$ cat src/rtl/sdm_decimator.sv
module sdm_decimator #(
  parameter int W  = 32,
  parameter int LW = 14
) (
  input  logic          clk,
  input  logic          rst_n,
  input  logic          bit_in,
  input  logic          ext_stb,
  input  logic          cfg_we,
  input  logic [1:0]    cfg_mode,
  input  logic [LW-1:0] cfg_len,
  input  logic          cfg_ext,
  input  logic          rd,
  output logic [W-1:0]  res_data,
  output logic          res_valid,
  output logic          res_overrun
);
  localparam logic [1:0] M_ONE = 2'd0, M_S2 = 2'd1, M_S3 = 2'd2, M_RAW = 2'd3;

  logic [1:0]    mode;
  logic          ext, run, last_bit;
  logic [LW-1:0] lim, phase;
  logic [W-1:0]  full, i1, i2, i3, d1, d2, d3, shreg;
  logic [1:0]    ticks;

  logic [W-1:0]  pw, cfg_full, i1_n, i2_n, i3_n, top_n, c1, c2, c3, raw_n, pre, sat;
  logic [LW-1:0] cfg_lim;
  logic          q, at_end, ready, new_res;

  assign pw = W'(cfg_len);
  assign cfg_lim = (cfg_mode == M_ONE) ? (LW'(1) << (cfg_len - LW'(1))) - LW'(1) :
                   (cfg_mode == M_RAW) ? LW'(W - 1) : cfg_len - LW'(1);
  assign cfg_full = (cfg_mode == M_ONE) ? W'(1) << cfg_len :
                    (cfg_mode == M_S2)  ? pw * pw :
                    (cfg_mode == M_S3)  ? pw * pw * pw : '0;

  assign q     = ext ? ext_stb : 1'b1;
  assign i1_n  = i1 + W'(bit_in) + W'(mode == M_ONE && last_bit);
  assign i2_n  = i2 + i1_n;
  assign i3_n  = i3 + i2_n;
  assign top_n = (mode == M_S3) ? i3_n : i2_n;
  assign c1    = top_n - d1;
  assign c2    = c1 - d2;
  assign c3    = c2 - d3;
  assign raw_n = {shreg[W-2:0], bit_in};

  assign at_end  = run && q && (phase == lim);
  assign ready   = (mode == M_S3) ? (ticks >= 2'd2) : (ticks >= 2'd1);
  assign new_res = at_end && (mode == M_ONE || mode == M_RAW || ready);
  assign pre     = (mode == M_ONE) ? i1_n : (mode == M_RAW) ? raw_n :
                   (mode == M_S3) ? c3 : c2;
  assign sat     = (mode != M_RAW && pre >= full) ? full - W'(1) : pre;

  always_ff @(posedge clk or negedge rst_n)
    if (!rst_n) last_bit <= 1'b0;
    else if (q) last_bit <= bit_in;

  always_ff @(posedge clk or negedge rst_n) begin
    if (!rst_n) begin
      mode <= M_ONE; ext <= 1'b0; run <= 1'b0; lim <= '0; full <= '0;
      phase <= '0; ticks <= '0;
      i1 <= '0; i2 <= '0; i3 <= '0; d1 <= '0; d2 <= '0; d3 <= '0; shreg <= '0;
      res_data <= '0; res_valid <= 1'b0; res_overrun <= 1'b0;
    end else if (cfg_we) begin
      mode <= cfg_mode; ext <= cfg_ext; lim <= cfg_lim; full <= cfg_full;
      run <= 1'b1; phase <= '0; ticks <= '0;
      i1 <= '0; i2 <= '0; i3 <= '0; d1 <= '0; d2 <= '0; d3 <= '0; shreg <= '0;
      res_valid <= 1'b0; res_overrun <= 1'b0;
    end else begin
      if (run && q) begin
        i1 <= i1_n; i2 <= i2_n; i3 <= i3_n; shreg <= raw_n;
        phase <= at_end ? '0 : phase + LW'(1);
        if (at_end) begin
          d1 <= top_n; d2 <= c1; d3 <= c2;
          if (ticks != 2'd3) ticks <= ticks + 2'd1;
          if (mode == M_ONE) run <= 1'b0;
        end
      end
      if (new_res) begin
        res_data    <= sat;
        res_valid   <= 1'b1;
        res_overrun <= (res_overrun || res_valid) && !rd;
      end else if (rd) begin
        res_valid   <= 1'b0;
        res_overrun <= 1'b0;
      end
    end
  end

  a_r8_valid_held: assert property (@(posedge clk) disable iff (!rst_n)
    res_valid && !rd && !cfg_we |=> res_valid);
  a_r9_overrun_needs_valid: assert property (@(posedge clk) disable iff (!rst_n)
    res_overrun |-> res_valid);
  a_r3_no_overflow: assert property (@(posedge clk) disable iff (!rst_n)
    res_valid && mode != M_RAW |-> res_data < full);
  a_r2_oneshot_stops: assert property (@(posedge clk) disable iff (!rst_n)
    new_res && mode == M_ONE && !cfg_we |=> !run);
  a_r2_only_oneshot_halts: assert property (@(posedge clk) disable iff (!rst_n)
    $fell(run) |-> mode == M_ONE);
endmodule

$ cat config.mk
export PLATFORM = sky130hd
export DESIGN_NAME = sdm_decimator
export DESIGN_NICKNAME = d
export VERILOG_FILES = /design/src/rtl/sdm_decimator.sv
export SDC_FILE = /design/constraint.sdc
export NUM_CORES = 2
export LEC_CHECK = 0
export BUFFER_PORTS_ARGS = -buffer_cell sky130_fd_sc_hd__buf_2
export CAP_MARGIN = 20
export CORE_ASPECT_RATIO = 0.8
export CORE_MARGIN = 2
export CORE_UTILIZATION = 55
export CTS_BUF_LIST = sky130_fd_sc_hd__clkbuf_4
export DETAILED_ROUTE_END_ITERATION = 8
export GPL_TIMING_DRIVEN = 0
export MAX_ROUTING_LAYER = met4
export PLACE_DENSITY = 0.71
export SLEW_MARGIN = 20
export SYNTH_ARGS = -nofsm -noshare
export SYNTH_HDL_FRONTEND = slang
export SYNTH_SLANG_ARGS = --single-unit
$ cat constraint.sdc
create_clock -name clk -period 15.5 [get_ports clk]
set_input_delay 1.55 -clock clk [delete_from_list [all_inputs] [get_ports clk]]
set_output_delay 1.55 -clock clk [all_outputs]
set_load 0.01 [all_outputs]
# Yosys cells after proc, flatten, opt, wreduce, memory -nomap -nowiden
# Cells that the tools add are included.
# totals
mem_bits_rw	0
n_memories	0
romBits	0
output_inout_bits	34
latchBits	0
regBits	324
input_bits	23
# op_classes
addsub	12
n_div	0
n_shift	2
n_eq_ne	8
bitwise	1
order_cmp	3
reduce_logical	21
multipliers	2
mux	45
# ops
cell	n
$mux 32	23
$sub 32x32->32	3
$mux 14	5
$add 32x1->32	2
$add 32x32->32	2
$mux 31	2
$ge 32x32->1	1
$mul 28x14->32	1
$shl 1x14->32 const A	1
$sub 32x1->32 const B	1
$mul 14x14->28	1
$sub 14x1->14 const B	2
$add 14x1->14 const B	1
$eq 14x14->1	1
$shl 1x14->14 const A	1
$mux 1	11
$eq 2x2->1 const B	4
$mux 2	4
$reduce_bool 2->1	4
$logic_and 1x1->1	6
$reduce_and 3->1	2
$logic_not 2->1	2
$ne 2x2->1 const B	2
$reduce_and 2->1	2
other kinds (8)	10

# Logic depth before layout (Yosys ltp)
# depth
ltp_word	15
ltp_mapped	72
mapped_depth_nobuf	66

# Worst setup path after synthesis
# OpenSTA, ideal clock, no wires.
# synth_path
path_type	input to register
start	input cfg_len[4]
end	register full[31]
required_time_ns	15.381
path_slack_ns	2.285
n_path_buf	4
stages	47
arrival_time_ns	13.096
path_cell_list	clkbuf_1 > clkbuf_1 > clkbuf_1 > clkbuf_1 > nand2_1 > fa_1 > inv_1 > fa_1 > inv_1 > fa_1 > inv_1 > fa_1 > fa_1 > fa_1 > ha_1 > and4_1 > a31o_2 > a21oi_1 > [... 11 more ...] > fa_1 > inv_1 > fa_1 > fa_1 > fa_1 > inv_1 > ha_1 > xnor2_1 > xnor2_1 > xnor2_1 > xnor2_1 > xnor3_1 > xor3_1 > xnor3_1 > xnor2_1 > xnor2_1 > o221ai_1 > o21a_1
# synth_via
elab_chain_cells	5
word_cells_on_any_way	6
cone_classes	2 x mul; 1 x shift; 3 x mux
# synth_lines
item	line_no	rtl
start: declaration	11	input logic [LW-1:0] cfg_len,
$mul 14x14->28	35	(cfg_mode == M_S3) ? pw * pw * pw : '0;
$mul 28x14->32	35	
$mux 32	35	
$mux 32	34	(cfg_mode == M_S2) ? pw * pw :
$mux 32 (*)	33	assign cfg_full = (cfg_mode == M_ONE) ? W'(1) << cfg_len :
end signal: assignment	65	mode <= cfg_mode; ext <= cfg_ext; lim <= cfg_lim; full <= cfg_full;
end: declaration	23	logic [W-1:0] full, i1, i2, i3, d1, d2, d3, shreg;
# Every way passes the cells marked *; elsewhere a longest branch is shown, timed or not.
# A chain may end at the register's enable or synchronous reset.

# Final worst setup path
# layout_path
start	input cfg_len[3]
end	register full[31]
# Same word-level chain as after synthesis.

==> reports/qor.yml <==
run_status:
  outcome: "finished, final reports clean"
floorplanning:
  placementRows: 89
  dieWidth_um: 310.0
  core-area_um2: 73940
  die_area_um2: 77100
  top_ports: 57
  starting_density: 0.5570
  die_y_um: 248.8
route:
  avgRoutedWirePerCell_um: 22.12
  dr.pass1.iters: 6
  wl_met3_mm: 22.07
  route.final.wire_length_mm: 138.0
  route.vias.total: 37556
  topRoutingLayerUsed: "met4"
  routed_via_density: 6.021
  drc: 0
  detailroute.wirelength.met2_mm: 50.60
  drtAntennaViolNets: 0
  drt_iter0_drc: 4776
  wl_met1_mm: 62.41
setup_path:
  critical_path.max_fanout: 10
  cp_data_required_time_ps: 16210
  worstReg2RegStart: "mode[0]"
  worst_setup_ep: "full[31]"
  critical_path.endpoint_type: "flop"
  critical-path-slowest-cell: "sky130_fd_sc_hd__fa_1"
  worstPathArrival_ps: 15950
  critPathMaxStageDelay_ps: 620
  critPathKind: "in -> reg"
  critical_path.most_common_cell: "sky130_fd_sc_hd__fa_1"
  worst_r2r_end: "res_data[21]"
  critical_path_launch_point: "cfg_len[3]"
  reg2regPathDepth: 68
  r2r_setup_slack_ps: 510
  setup.worst_path.start_class: "primary input"
cells_and_area:
  final_nets: 5927
  layout-drive-gt1-share: 0.05972
  multiInputGateArea_um2: 30420
  synthToLayoutAreaGrowth_pct: 7.856
  register_area_um2: 8108
  final.fill_count: 6687
yosys:
  yosysUniqueCellTypes: 81
  synth_edf_count: 0
  post-synth-top-count-cell: "sky130_fd_sc_hd__nand2_1"
  dominantRegCellSynth: "sky130_fd_sc_hd__dfrtp_1"
  syn_area_per_cell_um2: 8.201
  yosys.area.top_type_share: 0.1969
  synth.net_count: 5780
  post-synth-top-area-cell: "sky130_fd_sc_hd__dfrtp_1"
  netlist_top_cells_count: "sky130_fd_sc_hd__nand2_1, sky130_fd_sc_hd__inv_1, sky130_fd_sc_hd__a21oi_1"
  synth-warning-count: 0
  synth_seq_area_share: 0.1969
  share_of_synthesized_registers_carrying_an_async_set_or_reset: 1.000
  synth.ff_latch_count: 324
  syn_inst: 5022
  yosys-top-cells-area: "sky130_fd_sc_hd__dfrtp_1, sky130_fd_sc_hd__fa_1, sky130_fd_sc_hd__ha_1"
  syn_area_um2: 41190
clock_network:
  cts.sinks: 324
  clkTransAtPathRegs_ps: 70
  tritoncts: "built"
  clkLatencyLatePin_ps: 860
  clock_h_tree_levels: 3
  cts_inserted_buffers: 80
  ctsLongestPathBuffers: 3
  ctsRootBufferMaster: "sky130_fd_sc_hd__clkbuf_4"
timing:
  final-setup-viol-count: 0
  post-route-period-util: 0.9836
  hold_viol_final: 0
  timing.final.crit_period_ps: 15250
  timing.final.max_slew_violations: 0
  maxSlewHeadroom: 0.1129
  hold_slack_ps: 473.4
  worst_pin_slew_ps: 1321
  max_freq_ghz: 0.06559
  timing.clock.skew_ps: 74.33
grt:
  grt_pass1_wl_mm: 208.4
  grt_remaining_overflow: 0
  grt_antenna_before_repair: 12
  grt_start_max_net_pins: 94
  number_of_global_route_vias_before_repair: 34516
  track_usage: 0.3669
worst_hold_path:
  whs_path_depth: 2
  min_delay_worst_type: "reg -> reg"
placed_design:
  post-dp-hpwl_mm: 110.4
  gp_routability_congestion: 1.033
  port_buffers: 54
flow_run:
  cap_violations: 0
[placed cells by master, fill, tap and decap left out, types with 11 or more instances in the layout]
master                     Yosys  layout
sky130_fd_sc_hd__a211oi_1     51      47
sky130_fd_sc_hd__a21o_1       91      91
sky130_fd_sc_hd__a21oi_1     396     393
sky130_fd_sc_hd__a221oi_1     24      24
sky130_fd_sc_hd__a31oi_1      33      33
sky130_fd_sc_hd__and2_1      185     185
sky130_fd_sc_hd__and3_1       38      36
sky130_fd_sc_hd__buf_2         1      55
sky130_fd_sc_hd__buf_4         0      11
sky130_fd_sc_hd__clkbuf_1    231     217
sky130_fd_sc_hd__clkbuf_4      1     116
sky130_fd_sc_hd__clkinv_1      3      16
sky130_fd_sc_hd__dfrtp_1     324     324
sky130_fd_sc_hd__diode_2       0      13
sky130_fd_sc_hd__fa_1        376     376
sky130_fd_sc_hd__ha_1        359     358
sky130_fd_sc_hd__inv_1       573     573
sky130_fd_sc_hd__mux2_2       27      27
sky130_fd_sc_hd__mux2i_1      50      48
sky130_fd_sc_hd__nand2_1     759     759
sky130_fd_sc_hd__nand2b_1     49      49
sky130_fd_sc_hd__nand3_1      71      71
sky130_fd_sc_hd__nand4_1      34      34
sky130_fd_sc_hd__nor2_1      358     358
sky130_fd_sc_hd__nor2b_1      34      33
sky130_fd_sc_hd__nor3_1       81      78
sky130_fd_sc_hd__nor4_1       17      16
sky130_fd_sc_hd__o211ai_1     22      22
sky130_fd_sc_hd__o21a_1       50      50
sky130_fd_sc_hd__o21ai_0     186     185
sky130_fd_sc_hd__o21bai_1     25      25
sky130_fd_sc_hd__o22ai_1      11      11
sky130_fd_sc_hd__o31ai_1      27      26
sky130_fd_sc_hd__or2_2        11      11
sky130_fd_sc_hd__or3_1        34      34
sky130_fd_sc_hd__xnor2_1     194     179
sky130_fd_sc_hd__xnor2_2       0      14
sky130_fd_sc_hd__xor2_1      115     101
[per-layer routing]
metal  up-vias  track usage
met4         0      0.08268
met5         -            -
met1     18172       0.5575
met3       196       0.1645
li1      17032            -
met2      2156       0.4311
[area by class of cell]
cell class                      instances  share of cell area
Timing Repair Buffer                   67            0.009858
Multi-Input combinational cell       3880              0.6849
Sequential cell                       324              0.1825
Clock inverter                         24            0.005183
Buffer                                240             0.02090
Inverter                              576             0.04867
Antenna cell                           13           0.0007323
Clock buffer                          113             0.01910
Tap cell                             1001             0.02819
[kinds of logic (layout without fill, tap and decap cells)]
logic type	count (synthesis)	in the layout	synth area share
and+or+nand+nor	1721	1721	0.1921
AOI/OAI and AO/OA	1033	1033	0.1565
buffers and inverters	818	1020	0.07467
adders and majority gates	735	735	0.2918
DFF	324	324	0.1969
xor gates and xnor gates	314	314	0.06847
muxes	77	77	0.01953
other	0	13	0
[timing repair]
| item | in CTS | in global routing |
|---|---|---|
| endpoints found under the hold margin | 0 | 0 |
| pin swaps | 0 | 4 |
| setup endpoints to repair | 34 | 38 |
| gates resized for setup | 21 | 64 |
| hold buffers | 0 | 0 |
| buffers inserted | 0 | 8 |
[worst max-delay path: cells and delay by family]
kind | cells | cell delay (ps)
adder cells (fa/ha/maj) | 13 | 5980
XOR/XNOR | 10 | 3050
AND/OR/NAND/NOR | 5 | 1130
AO/OA/AOI/OAI | 9 | 2160
buffers and inverters | 11 | 2070
[worst min-delay path by stage]
stage                              end         start  slack [ps]
final                     res_data[22]  res_data[22]         470
after floorplan               full[31]      full[31]         450
after CTS                 res_data[23]  res_data[23]         480
after detailed placement  res_data[23]  res_data[23]         470
after global routing      res_data[22]  res_data[22]         500
after global placement    res_data[23]  res_data[23]         460
[flip-flops by register name, indices dropped and copies added, names as in the netlist, 2 cells and up]
signal    count
phase        14
i1           32
ticks         2
d2           32
mode          2
lim          14
i2           32
d3           32
res_data     32
d1           32
full         32
i3           32
shreg        31
[through the flow]
stage          cell area (µm²)  TNS (ps)  setup WS, ps  instances  utilization
2_1_floorplan            41190         0          2285       5022            -
3_3_place_gp             42710    -32410         -1428       6077       0.5776
3_5_place_dp             42830    -34650         -1443       6082       0.5793
4_1_cts                  44030         0         3.450       6219       0.5955
5_1_grt                  44420     -1599        -225.4       6236       0.6007
6_report                 44420         0         253.6       6238       0.6008
Power is left out: the tool's default activity adds up to more than one toggle a clock period on the data nets, which glitch-free logic cannot reach.
